### src/rtl/pic_pkg.sv
package pic_pkg;
    typedef enum logic [1:0] {
        EV_NONE = 2'd0,
        EV_RISE = 2'd1,
        EV_FALL = 2'd2
    } pic_event_e;

    localparam int unsigned SYNC_STAGES = 2;
endpackage

### src/rtl/pic_edge_front.sv
module pic_edge_front
    import pic_pkg::*;
#(
    parameter int unsigned NUM_SRC = 8,
    parameter int unsigned SEL_W   = $clog2(NUM_SRC)
) (
    input  logic               clk,
    input  logic               rst_n,
    input  logic [SEL_W-1:0]   sel,
    input  logic [NUM_SRC-1:0] src_in,
    output pic_event_e         ev,
    output logic               sel_change
);
    localparam int unsigned FLUSH_W = $clog2(SYNC_STAGES + 1);

    typedef struct packed {
        logic               sync1;
        logic               sync2;
        logic               prev;
        logic [SEL_W-1:0]   sel;
        logic [FLUSH_W-1:0] flush;
    } front_t;

    front_t st_q, st_d;
    logic   picked;

    always_comb begin
        picked = 1'b0;
        for (int i = 0; i < NUM_SRC; i++) begin
            if (sel == SEL_W'(i)) picked = src_in[i];
        end
    end

    always_comb begin
        st_d       = st_q;
        sel_change = (sel != st_q.sel);
        st_d.sync1 = picked;
        st_d.sync2 = st_q.sync1;
        st_d.prev  = st_q.sync2;
        st_d.sel   = sel;
        if (sel_change)
            st_d.flush = FLUSH_W'(SYNC_STAGES);
        else if (st_q.flush != '0)
            st_d.flush = st_q.flush - 1'b1;

        ev = EV_NONE;
        if (!sel_change && st_q.flush == '0) begin
            if (st_q.sync2 && !st_q.prev)
                ev = EV_RISE;
            else if (!st_q.sync2 && st_q.prev)
                ev = EV_FALL;
        end
    end

    always_ff @(posedge clk) begin
        if (!rst_n) begin
            st_q <= '0;
            st_q.sel <= sel;
        end else begin
            st_q <= st_d;
        end
    end
endmodule

### src/rtl/pic_phase_timer.sv
module pic_phase_timer
    import pic_pkg::*;
#(
    parameter int unsigned CNT_W = 24
) (
    input  logic             clk,
    input  logic             rst_n,
    input  pic_event_e       ev,
    input  logic             clear,
    output logic [CNT_W-1:0] low_len,
    output logic [CNT_W-1:0] high_len,
    output logic [CNT_W-1:0] since_edge
);
    localparam logic [CNT_W-1:0] CNT_MAX = '1;

    typedef struct packed {
        logic             armed;
        logic [CNT_W-1:0] run;
        logic [CNT_W-1:0] low;
        logic [CNT_W-1:0] high;
    } timer_t;

    timer_t st_q, st_d;
    logic [CNT_W-1:0] run_inc;

    always_comb begin
        run_inc = (st_q.run == CNT_MAX) ? st_q.run : st_q.run + 1'b1;
        st_d    = st_q;
        if (clear) begin
            st_d = '0;
        end else if (ev != EV_NONE) begin
            if (st_q.armed) begin
                if (ev == EV_RISE) st_d.low  = st_q.run;
                else               st_d.high = st_q.run;
            end
            st_d.armed = 1'b1;
            st_d.run   = CNT_W'(1);
        end else if (st_q.armed) begin
            st_d.run = run_inc;
        end
    end

    always_ff @(posedge clk) begin
        if (!rst_n) st_q <= '0;
        else        st_q <= st_d;
    end

    assign low_len    = st_q.low;
    assign high_len   = st_q.high;
    assign since_edge = st_q.run;
endmodule

### src/rtl/pwm_period_capture.sv
module pwm_period_capture
    import pic_pkg::*;
#(
    parameter int unsigned NUM_SRC = 8,
    parameter int unsigned CNT_W   = 24,
    localparam int unsigned SEL_W  = $clog2(NUM_SRC)
) (
    input  logic               clk,
    input  logic               rst_n,
    input  logic [SEL_W-1:0]   src_sel,
    input  logic [NUM_SRC-1:0] pwm_in,
    output logic [CNT_W-1:0]   low_len,
    output logic [CNT_W-1:0]   high_len,
    output logic [CNT_W-1:0]   since_edge
);
    pic_event_e ev;
    logic       sel_change;

    pic_edge_front #(.NUM_SRC(NUM_SRC), .SEL_W(SEL_W)) u_front (
        .clk        (clk),
        .rst_n      (rst_n),
        .sel        (src_sel),
        .src_in     (pwm_in),
        .ev         (ev),
        .sel_change (sel_change)
    );

    pic_phase_timer #(.CNT_W(CNT_W)) u_timer (
        .clk        (clk),
        .rst_n      (rst_n),
        .ev         (ev),
        .clear      (sel_change),
        .low_len    (low_len),
        .high_len   (high_len),
        .since_edge (since_edge)
    );
endmodule

### config.mk
export PLATFORM = sky130hd
export DESIGN_NAME = pwm_period_capture
export DESIGN_NICKNAME = d
export VERILOG_FILES = /design/src/rtl/pic_pkg.sv /design/src/rtl/pic_edge_front.sv /design/src/rtl/pic_phase_timer.sv /design/src/rtl/pwm_period_capture.sv
export SDC_FILE = /design/constraint.sdc
export NUM_CORES = 1
export LEC_CHECK = 0
export BUFFER_PORTS_ARGS = -buffer_cell sky130_fd_sc_hd__buf_2
export CAP_MARGIN = 0
export CORE_MARGIN = 3
export CORE_UTILIZATION = 58
export DETAILED_ROUTE_END_ITERATION = 12
export GPL_TIMING_DRIVEN = 0
export PLACE_DENSITY = 0.86
export SYNTH_ARGS = -nofsm -noshare
export SYNTH_HDL_FRONTEND = slang
export SYNTH_SLANG_ARGS = --single-unit
### constraint.sdc
create_clock -name clk -period 3.4 [get_ports clk]
set_clock_uncertainty 0.2 [all_clocks]
set_input_delay 0.34 -clock clk [delete_from_list [all_inputs] [get_ports clk]]
set_output_delay 0.34 -clock clk [all_outputs]
set_load 0.005 [all_outputs]
=== Word-level counts from Yosys, hierarchy flattened ===
Index checks and enable logic that the tools add are counted.

* $add $sub $neg: 2
* Eq/ne operators: 11
* Muxes and demuxes: 16
* Bitwise logic cells: 3
* Reductions and logical operators: 18

{| class="wikitable"
|+ Operators by type and width
! cell !! count
|-
| adder 24 x 1 -> 24 bit, second input constant || 1
|-
| == test 24 bit, second input constant || 1
|-
| == test 3 bit, second input constant || 4
|-
| two-way mux 1 bit || 11
|-
| two-way mux 2 bit || 5
|-
| nonzero test 2 bit || 4
|-
| == test 3 x 2 -> 1 bit, second input constant || 2
|-
| AND reduction 3 bit || 2
|-
| AND reduction 2 bit || 2
|-
| == test 3 x 1 -> 1 bit, second input constant || 1
|-
| logical AND 1 bit || 3
|-
| logical NOT 1 bit || 3
|-
| logical NOT 3 bit || 1
|-
| inequality test 3 bit || 1
|-
| NOT 1 bit || 3
|-
| OR reduction 3 bit || 1
|-
| == test 2 x 1 -> 1 bit, second input constant || 1
|-
| logical NOT 2 bit || 1
|-
| inequality test 2 bit, second input constant || 1
|-
| OR reduction 2 bit || 1
|-
| subtractor 2 x 1 -> 2 bit, second input constant || 1
|}

* Flip-flop bits (word level): 81
* Input bits: 13
* Output and inout port bits: 72
* Logic and storage cells: 61

=== Depth between registers and ports, before layout ===
Gate-level depths: netlist of the first run.

* Word-level depth: 9
* Gate-level depth with buffers: 7
* Depth with buffers taken out: 6

=== By module ===
A second synthesis of the first run with hierarchy kept.

* Cells, all modules: 465
* Area total of the unflattened synthesis: 3772.4 um^2

{| class="wikitable"
|+ Modules (own cells, without submodules)
! module !! times used !! cells each !! area an instance (um^2) !! seq. area each (um^2)
|-
| pic_phase_timer || 1 || 437 || 3437.0 || 1461.4
|-
| pic_edge_front || 1 || 28 || 335.3 || 160.2
|}

=== Worst setup path before layout of the first run ===
OpenSTA, ideal clock, no wires.

* Kind: reg-to-reg
* Start point: register u_timer.st_q, in the netlist u_timer.since_edge[9]
* End point: register u_timer.st_q, in the netlist u_timer.since_edge[1]
* Setup time: 0.125 ns
* Arrival time: 1.755 ns
* Data required time: 3.075 ns
* Slack: 1.320 ns
* Cell stages (with the launch flop): 8
* Clock period less this slack: 2.080 ns
* Path through: dfxtp_1 -> clkbuf_2 -> nand3_1 -> or4_1 -> buf_6 -> o21ai_4 -> mux2i_1 -> nor2_2

* Word-level cells in the longest chain between the ends: 3

{| class="wikitable"
|+ RTL lines
! what !! line !! text
|-
| start: declaration || pic_phase_timer.sv:23 || <nowiki>timer_t st_q, st_d;</nowiki>
|-
| start signal: assignment || pic_phase_timer.sv:45 || <nowiki>else st_q <= st_d;</nowiki>
|-
| == test 24 bit || pic_phase_timer.sv:27 || <nowiki>run_inc = (st_q.run == CNT_MAX) ? st_q.run : st_q.run + 1'b1;</nowiki>
|-
| NOT 1 bit (no line) || -- ||
|-
| AND reduction 2 bit (no line) || -- ||
|}

No other way between the ends.
A chain may end at the register's enable or synchronous reset.

=== Worst setup path after layout of the first run ===
* Start point: input src_sel[0]
* End point: register u_timer.st_q, in the netlist u_timer.high_len[18]

* Word-level cells in the longest chain between the ends: 7

{| class="wikitable"
|+ RTL lines
! what !! line !! text
|-
| start: declaration || pwm_period_capture.sv:10 || <nowiki>input logic [SEL_W-1:0] src_sel,</nowiki>
|-
| inequality test 3 bit * || pic_edge_front.sv:36 || <nowiki>sel_change = (sel != st_q.sel);</nowiki>
|-
| logical NOT 1 bit || pic_edge_front.sv:47 || <nowiki>if (!sel_change && st_q.flush == '0) begin</nowiki>
|-
| logical AND 1 bit || pic_edge_front.sv:47 ||
|-
| two-way mux 2 bit || pic_edge_front.sv:47 ||
|-
| == test 2 x 1 -> 1 bit || pic_phase_timer.sv:33 || <nowiki>if (ev == EV_RISE) st_d.low = st_q.run;</nowiki>
|-
| NOT 1 bit (no line) || -- ||
|-
| AND reduction 3 bit (no line) || -- ||
|}

Every way passes the cells marked *; elsewhere a longest branch is shown, timed or not.

==> results of run 1 <==
kinds of logic after synthesis:
family / synth area share
adders and majority gates: 0.00327
buffers and inverters: 0.175
AOI/OAI and AO/OA: 0.127
muxes: 0.0170
DFF: 0.423
and+or+nand+nor: 0.220
xor gates and xnor gates: 0.0343
cell type report:
| class | count | area [um2] | area share |
|---|---|---|---|
| buffer | 98 | 652 | 0.141 |
| clock buffer | 9 | 124 | 0.0268 |
| clock inverter | 7 | 118 | 0.0255 |
| inverter | 5 | 18.8 | 0.00407 |
| multi-input combinational | 275 | 1540 | 0.333 |
| sequential | 81 | 1620 | 0.351 |
| tap | 75 | 93.8 | 0.0203 |
| timing repair buffer | 87 | 450 | 0.0976 |
Yosys cell counts, drive strengths merged:
library cell,number,area share
a211o,1,0.0023
o211ai,4,0.0078
nor2,16,0.016
a21boi,1,0.0020
o2111ai,3,0.011
nor3b,1,0.0020
a21oi,61,0.080
nand3,7,0.0091
nand4,13,0.027
mux2i,2,0.0052
o21ai,8,0.013
nor4,2,0.0088
xnor2,6,0.014
o41ai,1,0.0023
o31ai,1,0.0020
clkbuf,22,0.022
nor3,2,0.0056
xor2,9,0.021
mux4,2,0.012
inv,5,0.0049
a211oi,3,0.0059
nand2,105,0.10
or2,2,0.0033
or4b,2,0.0052
buf,76,0.15
dfxtp,81,0.42
nor2b,4,0.0065
and2,3,0.0049
or4,4,0.0085
or3,7,0.012
and4,3,0.0069
ha,1,0.0033
and3,1,0.0016
per-layer routing:
layer | vias to the layer above | track usage | routed length [um] | share of wire
li1 | 1668 | - | - | -
met1 | 1556 | 0.329 | 3870 | 0.42
met2 | 140 | 0.405 | 4450 | 0.49
met3 | 29 | 0.0350 | 547 | 0.060
met4 | 0 | 0.110 | 295 | 0.032
met5 | - | 0 | 0 | 0
registers in the layout (all words and copies together), names as in the netlist:
signal and count:
u_front.st_d 2, u_timer.low_len 24, u_front.st_q 6, u_timer.since_edge 24, u_timer.high_len 24, u_timer.st_q 1
worst paths after layout:
check,from,to,cells past startpoint
max,src_sel[0],u_timer.high_len[18],9
min,rst_n,u_front.st_d[6],2
max reg2reg,u_timer.since_edge[0],u_timer.since_edge[18],6
min reg2reg,u_timer.low_len[3],u_timer.low_len[3],2
power by group:
part	total, mW	switching (mW)	internal (mW)
Sequential	0.956	0.00325	0.953
Clock	0.846	0.357	0.489
Combinational	0.0506	0.0309	0.0197
stage by stage:
step,hold WS [ns],worst slack [ns],util,total power [mW],cells
finish,0.0809,0.716,0.749,1.85,637
global route,0.0955,0.590,0.749,1.90,637
CTS,0.0706,0.783,0.749,1.86,637
detailed placement,0.237,0.977,0.705,1.02,618
global placement,0.216,1.05,0.705,1.02,618
floorplan,0.168,1.32,-,1.01,459
==> key figures, run 1 <==
STA
  – Tightest Pin Transition: roughly 0.54 ns
  – Tcrit/Tclk final: 0.789
  – Hold Vio Cnt, Final: 0
  – Final min period: roughly 2.7 ns
  – Unrepaired setup endpoints after global routing: no
  – Max Clk Rate: between 0.3 and 0.4 GHz
  – Worst slew margin: 0.637
  – Final setup fails: 0
  – Fin. max-slew vios: 0
  – Setup TNS: 0 ns

Yosys
  – Sequential area share after synthesis: 0.423
  – Mapped Cells: 459
  – Syn avg cell area: around 8.3 um2
  – Synthesis-stage register bit count: roughly 80
  – Synthesized cell area: between 0.003 and 0.004 mm2
  – Syn_nets: 473
  – Distinct cell type count after synthesis: 45
  – Yosys warnings: 0

Clock tree
  – # clock sinks: 81
  – Clock Latency Late Sink: between 0.3 and 0.4 ns
  – H-tree depth: 3
  – CTS Buffer Depth: 2
  – Setup Fix Bufs, Post-CTS: 0
  – Clock-pin transition on the worst setup and hold timing paths: approximately 0.08 ns
  – Number of buffers created by CTS: 9
  – Hold-fix buffers, CTS: 3
  – CTS tree: built
  – Post_cts resized: 0
  – Clk root buf: clkbuf_8

Power
  – Leak Pwr: 1.95 nW
  – Worst VDD drop: a little over 0.3 mV
  – Pwr dens: about 400 mW/mm2

Place
  – Port bufs: 84
  – Gpl congestion: slightly below 0.9
  – Cell Area, Placed: approximately 0.0043 mm2
  – DP HPWL: ~6400 um

Cells and area
  – Most common cell after layout, fill and taps aside: nand2_1
  – Area grow syn2layout: 20.5%
  – # nets final: 571
  – # diodes: 0
  – Fraction of layout cells with a size suffix above 1: 0.347
  – Layout filler cell count: around 450
  – Final instance area: between 0.004 and 0.005 mm2
  – Highest-count cells in the layout ignoring fill and taps: nand2_1 (105), buf_2 (87), dfxtp_1 (81), buf_4 (72), a21oi_1 (61)

Floorplanning
  – Row cnt: 28
  – Die Span X: about 87 um
  – CORE AREA: just over 0.006 mm2
  – Die area: about 0.0076 mm2
  – Initial core utilization: 0.621
  – Num ports: between 80 and 90
  – Die Y-Extent: 87.3 um

Worst setup path
  – Most used cell, CP: clkbuf_1
  – Kind of critical path: in -> reg
  – Delay-heaviest family, CP: buffers and inverters
  – Critical path startpoint category: input pin
  – CP bufs+invs: 4
  – Arrival time at the worst endpoint: approximately 2.8 ns
  – Critical path capture point type: flop
  – Data required time of the worst path: 3.48 ns
  – Worst R2R Setup Slack: 0.88 ns
  – CP max stage delay: ~0.55 ns
  – CP max stage cell: dlygate4sd3_1
  – Critical Path Fanout Max: 10
  – CP Cell Sequence: dlygate4sd3_1 > buf_2 > xor2_1 > nor3_4 > and4_1 > clkbuf_1 > clkbuf_1 > nand2_1 > a21oi_1

GRT
  – Vias in the first global route: 3144
  – GRT overflow: 0
  – First-pass GRT wire length: roughly 15000 um
  – Initial antenna violation count: 0
  – GRT Total Usage: 0.249
  – Maximum number of pins on one net before global-route repair: 15

Drt
  – Via density: 5.33
  – Average wire per standard cell: 14.4 um
  – Vias: between 3000 and 4000
  – Initial DRC count: ~240
  – Drt first pass iters: 5
  – DRC viols: 0
  – Routed Antenna Nets: 0
  – Total Wirelength: between 9000 and 10000 um

Run
  – Number of max-cap violations: 0

Status
  – Run status: finished, final reports clean

Hold path
  – HP Class: in -> reg
No activity file was read; power rests on OpenSTA's default activity.
==> inputs of run 2 (changes only) <==
Settings changed: CORE_UTILIZATION 58 to 54, PLACE_DENSITY 0.86 to 0.81.
Clock period 3.4 ns to 2.5 ns, I/O delays scaled along.
==> run 2 against run 1 <==
Compared with the run above:
- clock-buffer cell count rose by 2
- critical path depth fell by 3
- register-to-register slack got worse by 0.74 ns
==> key figures, run 2 (synthesis gave the netlist of run 1 again) <==
Power
  – Leak Pwr: 1.94 nW
  – Pwr dens: roughly 500 mW/mm2
  – Tot Pwr: between 2 and 2.5 mW
  – Worst VDD drop: around 0.27 mV

Clock tree
  – CTS Buffer Depth: 2
  – Clock Latency Late Sink: 0.35 ns
  – CTS tree: built
  – Clk root buf: clkbuf_8
  – H-tree depth: 3
  – Number of buffers created by CTS: 9
  – Clock-pin transition on the worst setup and hold timing paths: 0.07 ns
  – # clock sinks: just over 80

STA
  – Tcrit/Tclk final: 0.945
  – Final setup fails: 0
  – Tightest Pin Transition: around 0.63 ns
  – Setup TNS: 0 ns
  – Max Clk Rate: 0.423 GHz
  – Final min period: between 2 and 2.5 ns
  – Unrepaired setup endpoints after global routing: no
  – Hold Vio Cnt, Final: 0
  – Fin. max-slew vios: 0
  – Worst slew margin: 0.582
  – Final hold slack: a little under 0.02 ns

Cells and area
  – Layout filler cell count: approximately 600
  – Area grow syn2layout: 20.9%
  – Fraction of layout cells with a size suffix above 1: 0.351
  – Storage cell area: between 0.0015 and 0.002 mm2
  – # diodes: 0
  – Highest-count cells in the layout ignoring fill and taps: nand2_1 (105), buf_2 (87), dfxtp_1 (79), buf_4 (72), a21oi_1 (61)
  – # nets final: 573
  – Most common cell after layout, fill and taps aside: nand2_1
  – Area of the multi-input gates: between 0.0015 and 0.002 mm2

Floorplanning
  – Row cnt: 30
  – Initial core utilization: 0.561
  – Die Y-Extent: 90.2 um
  – Num ports: 85
  – CORE AREA: just under 0.007 mm2
  – Die Span X: between 90 and 100 um
  – Die area: 0.00814 mm2

Drt
  – Total Wirelength: ~9000 um
  – Initial DRC count: 109
  – Routed Antenna Nets: 0
  – Vias: between 3000 and 4000
  – Average wire per standard cell: approximately 14 um
  – DRC viols: 0
  – Via density: 5.02
  – Drt first pass iters: 4

Worst setup path
  – Critical Path Fanout Max: 8
  – Critical path startpoint category: flop
  – Arrival time at the worst endpoint: roughly 2.4 ns
  – Kind of critical path: reg -> reg
  – Critical path capture point type: flop
  – Data required time of the worst path: 2.58 ns

GRT
  – First-pass GRT wire length: ~15000 um
  – Initial antenna violation count: 0
  – GRT Total Usage: 0.222
  – Maximum number of pins on one net before global-route repair: 14
  – GRT overflow: 0
  – Vias in the first global route: between 3000 and 4000

Status
  – Run status: finished, final reports clean

Place
  – DP HPWL: between 6000 and 7000 um
  – Gpl congestion: approximately 0.9
  – Port bufs: 84

Hold path
  – HP Class: in -> reg

Run
  – Number of max-cap violations: 0
==> run 2: cell types whose count changed in the layout (fill, tap and decap cells not counted), moves of 2 or more <==
cell,delta
bufinv_16,-2
clkinvlp_4,+2
dfxtp_1,-2
dfxtp_2,+2
==> run 2: report_power, final <==
| part | internal (mW) | total, mW | switching, mW |
|---|---|---|---|
| sequential | 1.30 | 1.30 | 0.00323 |
| clock | 0.485 | 0.947 | 0.461 |
| combinational | 0.0279 | 0.0694 | 0.0415 |
==> run 2: per-stage QoR <==
stage	std cells	cell area, um2	utilization	setup slack (ns)
after CTS	659	4610	0.674	0.0450
after detailed placement	639	4370	0.640	0.0623
after global placement	639	4370	0.640	0.103
after global routing	660	4630	0.678	0.0149
final	660	4630	0.678	0.137
after floorplan	459	3830	-	0.420
==> run 2: path summary, 6_finish.rpt <==
| check | from | end | slack [ns] | depth (start not counted) |
|---|---|---|---|---|
| setup / recovery | u_timer.since_edge[0] | u_timer.since_edge[18] | 0.14 | 6 |
| hold / removal | src_sel[1] | u_front.st_d[6] | 0.02 | 3 |
| setup reg to reg | u_timer.since_edge[0] | u_timer.since_edge[18] | 0.14 | 6 |
| hold reg to reg | u_front.st_d[6] | u_front.st_d[5] | 0.23 | 1 |
==> run 2: layout make-up <==
type,instances,area share
Sequential cell,81,0.351
Multi-Input combinational cell,275,0.332
Buffer,98,0.141
Timing Repair Buffer,89,0.104
Clock buffer,11,0.0305
Tap cell,96,0.0259
Clock inverter,5,0.0119
Inverter,5,0.00405
==> run 2: critical path, stage by stage (launching register included) <==
cell     delay (ns)
dfxtp_1        0.46
ha_1           0.24
nand3_1        0.24
nor4_4         0.44
nand3_1        0.22
or3_1          0.34
a21oi_1        0.15
==> run 2: routing by layer <==
layer / up-vias / part of all wire / global-route usage
met1: 1518 / 0.45 / 0.282
met3: 21 / 0.054 / 0.0360
li1: 1668 / - / -
met2: 104 / 0.46 / 0.355
met4: 0 / 0.031 / 0.129
met5: - / 0 / 0
==> run 2: timing repair <==
action                     in CTS  in global routing
setup endpoints to repair       0                 22
hold buffers                    4                  0
gates resized for setup         0                  4
setup buffers                   0                  1
hold endpoints to repair        6                  0
==> inputs of run 3 (changes only) <==
Settings changed: CAP_MARGIN 0 to 30, CELL_PAD_IN_SITES_DETAIL_PLACEMENT from default to 1, CELL_PAD_IN_SITES_GLOBAL_PLACEMENT from default to 2, CORE_UTILIZATION 54 to 31, PLACE_DENSITY 0.81 to 0.79.
==> run 3 against run 2 <==
Compared with the run above:
- non-clock buffer count increased by 5
- worst setup slack improved by 0.0048 ns
- global-route usage decreased by 6.2 points
- hold slack improved by 0.030 ns
- largest power group unchanged
- maximum frequency increased by 0.20%
- total power increased by 13%
- register-to-register slack about the same
- wire length increased by 18%
- sequential cell count unchanged
- clock-buffer cell count decreased by 1
- clock power increased by 31%
- die area increased by 69%
==> key figures, run 3 (synthesis gave the netlist of run 1 again) <==
Status
  – Run status: finished, final reports clean

Place
  – Port bufs: 84
  – Gpl congestion: between 0.8 and 0.9
  – Placed Cells: slightly above 700
  – DP HPWL: between 7000 and 8000 um
  – Cell Area, Placed: around 0.0045 mm2

STA
  – Max Clk Rate: around 0.42 GHz
  – Unrepaired setup endpoints after global routing: no
  – Final min period: about 2.4 ns
  – Hold Vio Cnt, Final: 0
  – Worst slew margin: 0.571
  – Final setup fails: 0
  – Fin. max-slew vios: 0
  – Tightest Pin Transition: 0.643 ns
  – Tcrit/Tclk final: 0.943

GRT
  – First-pass GRT wire length: around 17000 um
  – GRT Total Usage: 0.159
  – Vias in the first global route: roughly 3300
  – Initial antenna violation count: 0
  – Maximum number of pins on one net before global-route repair: 15
  – GRT overflow: 0

Power
  – Share of power burned in registers: 0.498
  – Worst VDD drop: 0.302 mV
  – Int Power: 2.03 mW
  – Pwr dens: between 500 and 600 mW/mm2
  – Sw power: around 0.58 mW
  – Tot Pwr: ~2.6 mW
  – Switching Fraction: 0.223
  – Clock power frac: 0.474
  – Combinational share of power: 0.027
  – Leak Pwr: ~2.0 nW

Cells and area
  – Most common cell after layout, fill and taps aside: nand2_1
  – Final cell count without fillers: approximately 730
  – Final instance area: ~0.0048 mm2
  – # nets final: just under 600
  – # diodes: 0
  – Highest-count cells in the layout ignoring fill and taps: nand2_1 (105), buf_2 (86), dfxtp_1 (81), buf_4 (78), a21oi_1 (61)
  – Final core occ: 0.412
  – Fraction of layout cells with a size suffix above 1: 0.361
  – Area grow syn2layout: 26.4%

Worst setup path
  – Kind of critical path: reg -> reg
  – Arrival time at the worst endpoint: 2.41 ns
  – Data required time of the worst path: 2.56 ns
  – Critical Path Fanout Max: 7
  – Critical path startpoint category: flop
  – Critical path capture point type: flop

Clock tree
  – Clk root buf: clkbuf_16
  – Number of buffers created by CTS: 9
  – Clock Latency Late Sink: ~0.33 ns
  – CTS Buffer Depth: 2
  – H-tree depth: 3
  – CTS tree: built
  – # clock sinks: a little over 80
  – Clock-pin transition on the worst setup and hold timing paths: 0.06 ns

Drt
  – Routed Antenna Nets: 0
  – Initial DRC count: approximately 140
  – Drt first pass iters: 4
  – DRC viols: 0
  – Average wire per standard cell: ~14 um
  – Total Wirelength: ~11000 um
  – Via density: 4.56
  – Vias: 3350

Run
  – Number of max-cap violations: 0

Hold path
  – HP Class: in -> reg

Floorplanning
  – CORE AREA: ~0.012 mm2
  – Die Span X: around 120 um
  – Row cnt: 39
  – Die area: ~0.014 mm2
  – Initial core utilization: 0.326
  – Die Y-Extent: about 120 um
  – Num ports: 85
[run 3: cell types whose count changed in the layout (fill, tap and decap cells not counted), moves of 2 or more]
cell and change:
dfxtp_2 -2, clkbuf_4 +2, clkbuf_2 +2, clkbuf_16 +9, clkbuf_8 -9, buf_4 +6, dfxtp_1 +2, clkbuf_1 -4
[run 3: worst max-delay path: stages (launching register included)]
cell	delay [ns]
dfxtp_1	0.54
nand4_2	0.22
or4_1	0.59
buf_6	0.17
o21ai_4	0.22
buf_4	0.14
o31ai_1	0.06
a21oi_1	0.15
[run 3: repair_timing]
action / in CTS / in global routing
hold buffers: 4 / 0
setup endpoints to repair: 1 / 29
endpoints found under the hold margin: 5 / 0
resized for setup: 0 / 11
setup buffers: 0 / 6
pin swaps: 1 / 3
cloned: 0 / 1
[run 3: power groups by stage]
stage	clock [mW]	combinational [mW]	sequential, mW
global route	1.32	0.0794	1.30
CTS	1.27	0.0726	1.30
finish	1.24	0.0708	1.30
detailed placement	0	0.0679	1.33
global placement	0	0.0650	1.33
floorplan	0	0.0397	1.33
[run 3: layer usage]
layer | global-route usage | wire (um) | vias up | share of wire
met1 | 0.216 | 5110 | 1577 | 0.49
met4 | 0.0566 | 172 | 0 | 0.016
met5 | 0 | 0 | - | 0
met3 | 0.0298 | 397 | 13 | 0.038
li1 | - | - | 1685 | -
met2 | 0.253 | 4840 | 75 | 0.46
[run 3: layout make-up]
cell class / instances / area (um2)
fillers: 1409 / 6920
clock inverters: 6 / 42.5
clock buffers: 10 / 239
repair buffers: 94 / 505
plain buffers: 98 / 662
inverters: 5 / 18.8
flip-flops and latches: 81 / 1620
well taps: 164 / 205
multi-input cells: 276 / 1550
[run 3: final timing paths]
check | startpoint | to | cells past startpoint | slack [ns]
setup / recovery | u_timer.since_edge[11] | u_timer.since_edge[7] | 7 | 0.14
hold / removal | src_sel[1] | u_front.st_d[6] | 3 | 0.05
setup reg to reg | u_timer.since_edge[11] | u_timer.since_edge[7] | 7 | 0.14
hold reg to reg | u_front.st_d[6] | u_front.st_d[5] | 1 | 0.24
[run 3: metrics by stage]
step / worst slack (ns) / setup TNS [ns] / hold slack, ns
6_report: 0.142 / 0 / 0.0499
3_3_place_gp: 0.0551 / 0 / 0.202
3_5_place_dp: -0.0102 / -0.0102 / 0.205
4_1_cts: 0.00917 / 0 / 0.0591
5_1_grt: 0.00167 / 0 / 0.105
2_1_floorplan: 0.420 / 0 / 0.0777
